`src/rtl/wdt_guard_pkg.sv`:
```
package wdt_guard_pkg;
  localparam int unsigned REG_W = 32;

  localparam logic [7:0] OFS_CTRL  = 8'h10;
  localparam logic [7:0] OFS_STAT  = 8'h14;
  localparam logic [7:0] OFS_LOAD  = 8'h28;
  localparam logic [7:0] OFS_COUNT = 8'h2C;
  localparam logic [7:0] OFS_PEND  = 8'h34;
  localparam logic [7:0] OFS_KEY   = 8'h48;

  localparam int unsigned BIT_SRST      = 1;
  localparam int unsigned BIT_DONE      = 0;
  localparam int unsigned BIT_RUN       = 0;
  localparam int unsigned BIT_PEND_LOAD = 2;
  localparam int unsigned BIT_PEND_KEY  = 4;

  localparam logic [REG_W-1:0] KEY_STOP_1 = 32'h0000_AAAA;
  localparam logic [REG_W-1:0] KEY_STOP_2 = 32'h0000_5555;
  localparam logic [REG_W-1:0] KEY_RUN_1  = 32'h0000_BBBB;
  localparam logic [REG_W-1:0] KEY_RUN_2  = 32'h0000_4444;

  typedef enum logic [1:0] {
    KS_IDLE     = 2'd0,
    KS_STOP_ARM = 2'd1,
    KS_RUN_ARM  = 2'd2
  } key_state_e;
endpackage

```
`src/rtl/wdt_guard_srst.sv`:
```
module wdt_guard_srst #(
  parameter int unsigned SRST_CYC = 8
) (
  input  logic clk,
  input  logic rst_n,
  input  logic start,
  output logic busy
);
  localparam int unsigned SW = $clog2(SRST_CYC + 1);

  logic [SW-1:0] remain;

  always_ff @(posedge clk or negedge rst_n) begin
    if (!rst_n) begin
      remain <= '0;
    end else if (remain != '0) begin
      remain <= remain - 1'b1;
    end else if (start) begin
      remain <= SW'(SRST_CYC);
    end
  end

  assign busy = (remain != '0);
endmodule

```
`src/rtl/wdt_guard_key.sv`:
```
module wdt_guard_key
  import wdt_guard_pkg::*;
#(
  parameter int unsigned PEND_CYC = 4
) (
  input  logic             clk,
  input  logic             rst_n,
  input  logic             clr,
  input  logic             wr_stb,
  input  logic [REG_W-1:0] wdata,
  output logic             pend,
  output logic             run
);
  localparam int unsigned PW = $clog2(PEND_CYC + 1);

  logic [PW-1:0]    wait_cnt;
  logic [REG_W-1:0] staged;
  key_state_e       state;
  logic             apply;

  assign apply = (wait_cnt == PW'(1));
  assign pend  = (wait_cnt != '0);

  always_ff @(posedge clk or negedge rst_n) begin
    if (!rst_n) begin
      wait_cnt <= '0;
      staged   <= '0;
      state    <= KS_IDLE;
      run      <= 1'b1;
    end else if (clr) begin
      wait_cnt <= '0;
      staged   <= '0;
      state    <= KS_IDLE;
      run      <= 1'b1;
    end else begin
      if (pend) begin
        wait_cnt <= wait_cnt - 1'b1;
      end else if (wr_stb) begin
        wait_cnt <= PW'(PEND_CYC);
        staged   <= wdata;
      end
      if (apply) begin
        if (staged == KEY_STOP_1) begin
          state <= KS_STOP_ARM;
        end else if (staged == KEY_RUN_1) begin
          state <= KS_RUN_ARM;
        end else begin
          state <= KS_IDLE;
          if (state == KS_STOP_ARM && staged == KEY_STOP_2) run <= 1'b0;
          if (state == KS_RUN_ARM && staged == KEY_RUN_2)   run <= 1'b1;
        end
      end
    end
  end
endmodule

```
`src/rtl/wdt_guard_cnt.sv`:
```
module wdt_guard_cnt #(
  parameter int unsigned CNT_W        = 16,
  parameter int unsigned DEFAULT_LOAD = 200,
  parameter int unsigned PRESCALE     = 4,
  parameter int unsigned PEND_CYC     = 4
) (
  input  logic             clk,
  input  logic             rst_n,
  input  logic             clr,
  input  logic             run,
  input  logic             load_stb,
  input  logic [CNT_W-1:0] load_data,
  output logic             load_pend,
  output logic [CNT_W-1:0] load_q,
  output logic [CNT_W-1:0] count,
  output logic             expire
);
  localparam int unsigned PW = $clog2(PEND_CYC + 1);
  localparam logic [CNT_W-1:0] INIT = CNT_W'(DEFAULT_LOAD);

  logic             tick;
  logic [PW-1:0]    lwait;
  logic [CNT_W-1:0] lstage;

  generate
    if (PRESCALE <= 1) begin : g_direct
      assign tick = run && !clr;
    end else begin : g_div
      localparam int unsigned DW = $clog2(PRESCALE);
      logic [DW-1:0] pre;
      always_ff @(posedge clk or negedge rst_n) begin
        if (!rst_n) begin
          pre <= '0;
        end else if (clr || !run || pre == DW'(PRESCALE - 1)) begin
          pre <= '0;
        end else begin
          pre <= pre + 1'b1;
        end
      end
      assign tick = run && !clr && (pre == DW'(PRESCALE - 1));
    end
  endgenerate

  assign load_pend = (lwait != '0);

  always_ff @(posedge clk or negedge rst_n) begin
    if (!rst_n) begin
      lwait  <= '0;
      lstage <= '0;
      load_q <= INIT;
      count  <= INIT;
      expire <= 1'b0;
    end else if (clr) begin
      lwait  <= '0;
      lstage <= '0;
      load_q <= INIT;
      count  <= INIT;
      expire <= 1'b0;
    end else begin
      expire <= tick && (count == '0);
      if (load_pend) begin
        lwait <= lwait - 1'b1;
      end else if (load_stb && !run) begin
        lwait  <= PW'(PEND_CYC);
        lstage <= load_data;
      end
      if (lwait == PW'(1) && !run) begin
        load_q <= lstage;
        count  <= lstage;
      end else if (tick) begin
        count <= (count == '0) ? load_q : count - 1'b1;
      end
    end
  end
endmodule

```
`src/rtl/wdt_guard.sv`:
```
module wdt_guard
  import wdt_guard_pkg::*;
#(
  parameter int unsigned ADDR_W       = 8,
  parameter int unsigned CNT_W        = 16,
  parameter int unsigned DEFAULT_LOAD = 200,
  parameter int unsigned PRESCALE     = 4,
  parameter int unsigned PEND_CYC     = 4,
  parameter int unsigned SRST_CYC     = 8
) (
  input  logic              clk,
  input  logic              rst_n,
  input  logic              bus_sel,
  input  logic              bus_we,
  input  logic [ADDR_W-1:0] bus_addr,
  input  logic [31:0]       bus_wdata,
  output logic [31:0]       bus_rdata,
  output logic              wd_rst_req
);
  logic             srst_busy;
  logic             wr_ok;
  logic             key_wr;
  logic             load_wr;
  logic             srst_go;
  logic             key_pend;
  logic             load_pend;
  logic             run_en;
  logic [CNT_W-1:0] load_q;
  logic [CNT_W-1:0] count;

  assign wr_ok   = bus_sel && bus_we && !srst_busy;
  assign key_wr  = wr_ok && (bus_addr == ADDR_W'(OFS_KEY));
  assign load_wr = wr_ok && (bus_addr == ADDR_W'(OFS_LOAD));
  assign srst_go = wr_ok && (bus_addr == ADDR_W'(OFS_CTRL)) && bus_wdata[BIT_SRST];

  wdt_guard_srst #(.SRST_CYC(SRST_CYC)) u_srst (
    .clk   (clk),
    .rst_n (rst_n),
    .start (srst_go),
    .busy  (srst_busy)
  );

  wdt_guard_key #(.PEND_CYC(PEND_CYC)) u_key (
    .clk    (clk),
    .rst_n  (rst_n),
    .clr    (srst_busy),
    .wr_stb (key_wr),
    .wdata  (bus_wdata),
    .pend   (key_pend),
    .run    (run_en)
  );

  wdt_guard_cnt #(
    .CNT_W        (CNT_W),
    .DEFAULT_LOAD (DEFAULT_LOAD),
    .PRESCALE     (PRESCALE),
    .PEND_CYC     (PEND_CYC)
  ) u_cnt (
    .clk       (clk),
    .rst_n     (rst_n),
    .clr       (srst_busy),
    .run       (run_en),
    .load_stb  (load_wr),
    .load_data (bus_wdata[CNT_W-1:0]),
    .load_pend (load_pend),
    .load_q    (load_q),
    .count     (count),
    .expire    (wd_rst_req)
  );

  always_comb begin
    bus_rdata = '0;
    if (bus_sel && !bus_we) begin
      case (bus_addr)
        ADDR_W'(OFS_CTRL):  bus_rdata[BIT_SRST] = srst_busy;
        ADDR_W'(OFS_STAT):  bus_rdata[BIT_DONE] = !srst_busy;
        ADDR_W'(OFS_LOAD):  bus_rdata = 32'(load_q);
        ADDR_W'(OFS_COUNT): bus_rdata = 32'(count);
        ADDR_W'(OFS_PEND): begin
          bus_rdata[BIT_PEND_KEY]  = key_pend;
          bus_rdata[BIT_PEND_LOAD] = load_pend;
        end
        ADDR_W'(OFS_KEY):   bus_rdata[BIT_RUN] = run_en;
        default:            bus_rdata = '0;
      endcase
    end
  end
endmodule

```
`config.mk`:
```
export PLATFORM = sky130hd
export DESIGN_NAME = wdt_guard
export DESIGN_NICKNAME = d
export VERILOG_FILES = /design/src/rtl/wdt_guard_pkg.sv /design/src/rtl/wdt_guard_srst.sv /design/src/rtl/wdt_guard_key.sv /design/src/rtl/wdt_guard_cnt.sv /design/src/rtl/wdt_guard.sv
export SDC_FILE = /design/constraint.sdc
export NUM_CORES = 1
export LEC_CHECK = 0
export ABC_AREA = 1
export BUFFER_PORTS_ARGS = -buffer_cell sky130_fd_sc_hd__buf_4
export CORE_MARGIN = 8
export CORE_UTILIZATION = 35
export DETAILED_ROUTE_END_ITERATION = 10
export PLACE_DENSITY = 0.63
export SLEW_MARGIN = 30
export SYNTH_ARGS = -nofsm -noshare
export SYNTH_HDL_FRONTEND = slang
export SYNTH_SLANG_ARGS = --single-unit
export TNS_END_PERCENT = 1
```
`constraint.sdc`:
```
create_clock -name clk -period 2.1 [get_ports clk]
set_clock_uncertainty 0.1 [all_clocks]
set_input_delay 0.315 -clock clk [delete_from_list [all_inputs] [get_ports clk]]
set_output_delay 0.315 -clock clk [all_outputs]
set_load 0.02 [all_outputs]
```
---- Word level (Yosys, flattened, before mapping) ----
Cells that the tools add are included.
storage, ports and cells
  bits of input ports ..................... 44
  bits in registers ....................... 96
  output and inout bits ................... 33
  logic and storage cells ................. 109
operators by class
  add/sub/neg operators ................... 5
  equality and inequality tests ........... 19
  mux-type cells .......................... 39
  reductions and logical operators ........ 35
operators by type and width
  operator                                                number
  two-way mux 16 bit                                      10
  two-way mux 32 bit                                      3
  equality test 32 x 15 -> 1 bit (second input constant)  2
  equality test 32 x 16 -> 1 bit (second input constant)  2
  equality test 8 x 6 -> 1 bit (second input constant)    3
  one-hot mux 11 bit (2 select lines)                     1
  two-way mux 3 bit                                       6
  nonzero test 3 bit                                      6
  equality test 8 x 5 -> 1 bit (second input constant)    2
  zero test 16 bit                                        1
  subtractor 16 x 1 -> 16 bit (second input constant)     1
  logical AND 1 bit                                       14
  two-way mux 2 bit                                       5
  nonzero test 2 bit                                      5
  one-hot mux 1 bit (3 select lines)                      3
  equality test 8 x 7 -> 1 bit (second input constant)    1
  two-way mux 4 bit                                       2
  inequality test 2 bit (second input constant)           4
  two-way mux 1 bit                                       7
  equality test 3 x 1 -> 1 bit (second input constant)    2
  subtractor 3 x 1 -> 3 bit (second input constant)       2
  equality test 2 bit (second input constant)             2
  one-hot mux 1 bit (4 select lines)                      1
  AND reduction 2 bit                                     2
  8 further kinds                                         11

---- Logic depth before layout (Yosys ltp) ----
Gate-level depths: netlist (run 1).
  word-level depth ........................ 8
  mapped depth ............................ 11
  mapped depth without buffers ............ 11

---- Hierarchy ----
A second synthesis (run 1) with hierarchy kept.
unflattened totals
  cells, all modules ...................... 831
  area, all modules ....................... 5834.3 um^2
by module, submodules not included
  module          area an instance (um^2)  cells an instance  sequential area each (um^2)  instances
  wdt_guard_cnt   3081.7                   417                1358.8                       1
  wdt_guard_key   1908.1                   250                952.2                        1
  wdt_guard       671.9                    143                0.0                          1
  wdt_guard_srst  172.7                    21                 100.1                        1

---- Least setup slack after synthesis (run 1) ----
OpenSTA, ideal clock, no wires.
  kind .................................... flip-flop to output port
  start ................................... reg u_srst.remain[0]
  end ..................................... out bus_rdata[0]
  buffers on the path ..................... 2
  path slack .............................. 250 ps
  required time ........................... 1685 ps
  stages on the path, launching flop included .. 10
  data arrival time ....................... 1435 ps
  cells stage by stage .................... dfrtp_1 -> nor2_1 -> nand2_2 -> inv_2 -> buf_6 -> buf_6 -> nand3_1 -> nand2_1 -> nor2_1 -> nor2_1
on the way
  cells in the longest elaborated chain, start to end .. 4
ends and longest elaborated chain
  item                                line                  source
  from (decl)                         wdt_guard_srst.sv:11  logic [SW-1:0] remain;
  from (signal assigned)              wdt_guard_srst.sv:17  remain <= remain - 1'b1;
  from (signal assigned)              wdt_guard_srst.sv:19  remain <= SW'(SRST_CYC);
  nonzero test 4 bit                  wdt_guard_srst.sv:23  assign busy = (remain != '0);
  zero test 1 bit                     wdt_guard.sv:76       ADDR_W'(OFS_STAT): bus_rdata[BIT_DONE] = !srst_busy;
  one-hot mux 1 bit (4 select lines)  wdt_guard.sv:74       case (bus_addr)
  two-way mux 16 bit                  wdt_guard.sv:73       if (bus_sel && !bus_we) begin
  to (decl)                           wdt_guard.sv:17       output logic [31:0] bus_rdata,
No other way between the ends.

---- Worst setup path in the final report (run 1) ----
  start ................................... reg u_srst.remain[3]
  end ..................................... out bus_rdata[0]
Same word-level chain as after synthesis.

==> flow_summary.yaml, run 1 <==
global_routing:
  grt_usage: 0.149
  grt_overflow_total: 0
  grt_pass1_vias: 4864
  grt_pass1_wl_microns: 24100
  antenna_found_initial: 0
  grt_max_degree: 45
synthesis:
  synth_area_sq_um: 5490
  synthCells: 756
  yosys_warnings: 0
  ys.flop_type: "dfrtp_1"
  synth_area_leaders: "dfrtp_1 41%, nand2_1 14%, nor2_1 8.2%"
  synth_area_leader_cell: "dfrtp_1"
  async_reset_ff_frac: 1.00
  avgSynthCellArea_sq_um: 7.26
  synth_seq_area_share: 0.439
  synth_edf_count: 0
  synth_top_cell_area_share: 0.406
  ys_ff_latch: 96
  yosys.cell_types.count: 41
worst_setup_path:
  crit_required_ns: 1.68
  crit_family: "simple AND/OR/NAND/NOR gates"
  worstPathCellList: "nor2_2 > nand2_2 > inv_4 > nand3_1 > nand2_1 > nor2_1 > nor2_1 > buf_4"
  critPathKind: "reg2out"
  crit_top_cell: "nor2_1"
  critPathCaptureType: "primary output"
  critPathBufInv: 2
  cp.arrival_ns: 1.57
  critPathMaxFanout: 7
  cp-start-kind: "flop"
  max_stage_delay_ns: 0.39
  cp_slowest_cell: "dfrtp_1"
sta:
  hold_ws_ns: 0.0875
  timing.final.ws_setup_ns: 0.110
  setup_viol: 0
  setup_tns_ns: 0
  rsz0062_at_grt: "yes"
  period_needed_ns: 1.99
  timing.fmax_ghz: 0.503
  hold_viol: 0
  fin_crit_sh: 0.948
  maxSlewViolCount: 0
clock_tree:
  cts_buffers: 9
  cts_htree_levels: 3
  cts_buffer_depth: 2
  clkLatencyLatePin_ns: 0.35
  clkTransAtPathRegs_ns: 0.06
  cts_tree: "done"
  root_buffer: "clkbuf_16"
  cts.sinks: 96
cells_and_area:
  layout_common_cells: "204 x nand2_1, 118 x nor2_1, 89 x dfrtp_1, 80 x buf_4, 77 x nand3_1"
  antennaDiodeCount: 0
  fin_nets: 869
  final_common_cell: "nand2_1"
  design_area_sq_um: 6440
  area_growth_pct: 17.4
  drive_gt1_frac: 0.166
  n_fill_cell: 1631
drt:
  wl_met3_microns: 692
  routed_wl_microns: 14000
  ant_nets: 0
  wl_per_cell_microns: 13.5
  num_vias: 4852
  detail_route.first_pass.iterations: 4
  wl_met2_microns: 6350
  top_layer_used: "met4"
  drt-met1-wl_microns: 6830
  vias_per_cell: 4.67
  drc: 0
  drtIter0Drc: 300
floorplanning:
  fp.dieArea_sq_um: 19900
  die_w_microns: 141
  die_h_microns: 141
  initial_core_util: 0.360
  boundaryPins: 77
  placementRows: 45
  coreArea_sq_um: 15300
power_and_ir_drop:
  p_per_area_nw_per_um2: 1160
  switching_share: 0.421
  clkPwrFrac: 0.204
  power.share.sequential: 0.371
  p_int_w: 0.00434
  peakVddDrop_mv: 0.494
  share_comb_of_total_power: 0.425
  power_switching_w: 0.00315
  power_w: 0.00750
  p_leak_nw: 3.35
status:
  status: "finished clean"
placement:
  portBuffers: 60
  place_area_sq_um: 6130
  gp_congestion: 0.872
  place_ws_ns: 0.128
  dp_hpwl_microns: 10600
worst_hold_path:
  hp-class: "in2reg"
flow_run:
  drv_cap: 0
per-stage QoR:
| step | utilization | instances |
|---|---|---|
| final | 0.422 | 1038 |
| after global routing | 0.422 | 1038 |
| after CTS | 0.421 | 1038 |
| after detailed placement | 0.402 | 1019 |
| after global placement | 0.402 | 1019 |
| after floorplan | - | 771 |
worst paths after layout:
path	from	to	slack [ns]	depth (start not counted)
setup / recovery	u_srst.remain[3]	bus_rdata[0]	0.11	8
hold / removal	bus_wdata[29]	u_key.staged[29]	0.09	3
setup reg to reg	u_cnt.count[0]	u_cnt.count[10]	0.18	10
hold reg to reg	u_cnt.g_div.pre[0]	u_cnt.g_div.pre[0]	0.36	1
max in group asynchronous	rst_n	u_key.run	0.93	3
min in group asynchronous	rst_n	u_key.staged[6]	0.37	2
state kept, by name, indices dropped and copies added, names as in the netlist:
signal	cells
u_cnt.count	16
u_cnt.lwait	3
u_key.state	2
u_key.wait_cnt	3
u_srst.remain	4
u_key.staged	32
u_key.run	1
u_cnt.load_q	16
u_cnt.expire	1
u_cnt.g_div.pre	2
u_cnt.lstage	16
logic make-up after synthesis:
family | after synthesis | synth area share
other | 1 | 0.000683
DFF | 96 | 0.439
and+or+nand+nor | 438 | 0.342
adders and majority gates | 3 | 0.00684
xor gates and xnor gates | 8 | 0.0128
AOI/OAI and AO/OA | 89 | 0.0896
buffers and inverters | 121 | 0.108
power groups by stage:
| stage | Combinational [W] | Sequential [W] | Clock (W) |
|---|---|---|---|
| detailed placement | 0.00313 | 0.00281 | 0 |
| global route | 0.00367 | 0.00286 | 0.00164 |
| floorplan | 0.00249 | 0.00271 | 0 |
| CTS | 0.00320 | 0.00278 | 0.00157 |
| global placement | 0.00308 | 0.00279 | 0 |
| finish | 0.00318 | 0.00278 | 0.00153 |
tightest hold or removal path, delay by kind of cell:
family / cells / cell delay [ns]
buffers and inverters: 1 / 0.07
AND/OR/NAND/NOR: 2 / 0.11
area by class of cell:
cell class	instances	area, sq um	area share
Clock buffer	13	250	0.0388
Inverter	78	295	0.0458
Multi-Input combinational cell	554	2550	0.396
Sequential cell	96	2410	0.374
Timing Repair Buffer	83	651	0.101
Clock inverter	3	20.0	0.00311
Tap cell	211	264	0.0410
cell usage after synthesis (4+ instances only):
cell type and count:
nand2_2 5, a21oi_1 23, xor2_1 4, buf_6 8, or2_2 4, inv_1 74, dfrtp_1 89, buf_4 17
o21ai_1 16, o21ai_2 4, nand2_1 204, nor2_2 7, clkbuf_1 4, nand4_1 4, o21ai_0 35, dfstp_2 7
nand3_1 77, buf_2 13, xnor2_1 4, nor2_1 120
timing repair:
item / CTS / global route
hold buffers: 1 / 0
setup endpoints to repair: 1 / 30
gates resized for setup: 1 / 3
endpoints found under the hold margin: 30 / 0
pin swaps: 1 / 0
setup buffers: 2 / 0
per-layer routing:
| layer | global-route usage | vias up |
|---|---|---|
| met5 | 0 | - |
| li1 | - | 2489 |
| met1 | 0.201 | 2246 |
| met4 | 0.0441 | 0 |
| met3 | 0.0361 | 9 |
| met2 | 0.231 | 108 |
Power figures use the tool's default switching activity.
==> run 2, diff against run 1 <==
--- a/config.mk
+++ b/config.mk
@@ -11,6 +11,7 @@
 export CORE_UTILIZATION = 35
 export DETAILED_ROUTE_END_ITERATION = 10
 export PLACE_DENSITY = 0.63
+export SETUP_SLACK_MARGIN = 0.3
 export SLEW_MARGIN = 30
 export SYNTH_ARGS = -nofsm -noshare
 export SYNTH_HDL_FRONTEND = slang
==> run 2 against run 1 <==
Effect of this change: clock power rose by 12%; sequential cell count did not move; cell area rose by 0.95%; critical endpoint unchanged.
==> flow_summary.yaml, run 2 (synthesized netlist as in run 1, its figures left out) <==
status:
  status: "finished clean"
placement:
  dp.cells: 1020
  portBuffers: 60
  place_ws_ns: 0.0669
  dp_hpwl_microns: 10500
  gp_congestion: 0.860
clock_tree:
  cts_buffer_depth: 2
  cts_tree: "done"
  cts_htree_levels: 3
  clkTransAtPathRegs_ns: 0.07
  clkLatencyLatePin_ns: 0.36
  cts.sinks: 96
  cts_buffers: 9
  root_buffer: "clkbuf_16"
worst_setup_path:
  crit_family: "simple AND/OR/NAND/NOR gates"
  cp.arrival_ns: 1.53
  critPathKind: "reg2out"
  critPathMaxFanout: 3
  crit_required_ns: 1.68
  max_stage_delay_ns: 0.39
  crit_top_cell: "nor2_2"
  critPathCaptureType: "primary output"
  cp-start-kind: "flop"
  critPathBufInv: 2
  worstPathCellList: "nor2_2 > nand2_2 > inv_4 > nand3_1 > nand2_1 > nor2_1 > nor2_2 > buf_4"
  cp_slowest_cell: "dfrtp_1"
global_routing:
  met2_usage: 0.237
  grt_overflow_total: 0
  antenna_found_initial: 0
  grt_pass1_wl_microns: 24100
  grt_max_degree: 60
  grt_most_used_layer: "met2"
  grt_usage: 0.149
  grtUsageMet1: 0.196
  grt_pass1_vias: 4867
  met3_usage: 0.0381
floorplanning:
  die_h_microns: 141
  coreArea_sq_um: 15300
  initial_core_util: 0.360
  placementRows: 45
  boundaryPins: 77
  fp.dieArea_sq_um: 19900
  die_w_microns: 141
sta:
  setup_tns_ns: 0
  maxSlewViolCount: 0
  timing.slew.headroom: 0.643
  worst_pin_slew_ns: 0.534
  timing.fmax_ghz: 0.514
  fin_crit_sh: 0.926
  setup_viol: 0
  hold_viol: 0
  period_needed_ns: 1.95
  timing.final.ws_setup_ns: 0.155
  rsz0062_at_grt: "yes"
power_and_ir_drop:
  peakVddDrop_mv: 0.503
  p_leak_nw: 3.39
  p_per_area_nw_per_um2: 1190
  power_w: 0.00772
cells_and_area:
  drive_gt1_frac: 0.176
  final_common_cell: "nand2_1"
  area_growth_pct: 18.5
  largest_reg_flops: 32
  layoutNonFillerInstCount: 1040
  antennaDiodeCount: 0
  top_register: "u_key.staged"
  layout_common_cells: "203 x nand2_1, 116 x nor2_1, 89 x dfrtp_1, 82 x buf_4, 77 x nand3_1"
  fin_nets: 871
  utilization: 0.426
drt:
  detail_route.first_pass.iterations: 4
  drtIter0Drc: 354
  num_vias: 4812
  drc: 0
  routed_wl_microns: 14100
  wl_per_cell_microns: 13.6
  vias_per_cell: 4.63
  ant_nets: 0
flow_run:
  drv_cap: 0
worst_hold_path:
  hp-class: "in2reg"
==> run 2: worst reg2reg max path, stage by stage (launching register included) <==
cell,delay (ns)
dfrtp_1,0.39
nor2_2,0.17
nand2_2,0.12
buf_4,0.19
nor2_2,0.19
nand2_1,0.21
nand2_8,0.26
nand2_1,0.11
o21ai_1,0.09
==> run 2: area by class of cell <==
type / instances / area, sq um
clock buffers: 10 / 239
clock inverters: 6 / 66.3
fillers: 1585 / 8750
inverters: 78 / 299
multi-input cells: 554 / 2560
flip-flops and latches: 96 / 2410
well taps: 211 / 264
repair buffers: 85 / 666
==> run 2: per-stage QoR <==
stage	hold WS [ns]	cell area, sq um
after global placement	0.170	6140
after floorplan	-0.0806	5550
after detailed placement	0.166	6140
after CTS	0.0626	6500
final	0.0785	6500
after global routing	0.0712	6500
==> run 2: what timing repair did <==
item,in CTS,in global routing
endpoints found under the hold margin,24,0
hold buffers,1,0
setup buffers,3,0
pin swaps,1,0
gates resized for setup,7,1
setup endpoints to repair,69,86
==> run 2: final timing paths <==
kind	start	endpoint	cells after the start	slack, ns
max	u_srst.remain[3]	bus_rdata[0]	8	0.15
max reg2reg	u_srst.remain[3]	u_key.staged[7]	8	0.19
max in group asynchronous	rst_n	u_cnt.count[3]	3	0.92
min in group asynchronous	rst_n	u_cnt.count[1]	2	0.32
min reg2reg	u_cnt.g_div.pre[0]	u_cnt.g_div.pre[0]	1	0.33
min	bus_wdata[25]	u_key.staged[25]	3	0.08
==> run 2: report_power, final <==
| group | internal, W | leakage, nW | switching (W) | total (W) |
|---|---|---|---|---|
| Combinational | 0.00110 | 2.00 | 0.00213 | 0.00323 |
| Clock | 0.000963 | 0.153 | 0.000747 | 0.00171 |
| Sequential | 0.00243 | 1.24 | 0.000352 | 0.00278 |
| Total | 0.00450 | 3.39 | 0.00322 | 0.00772 |
==> run 2: per-layer routing <==
layer  wire [microns]  share of wire
met3              657          0.047
met1             7000           0.50
met4              216          0.015
met5                0              0
met2             6250           0.44
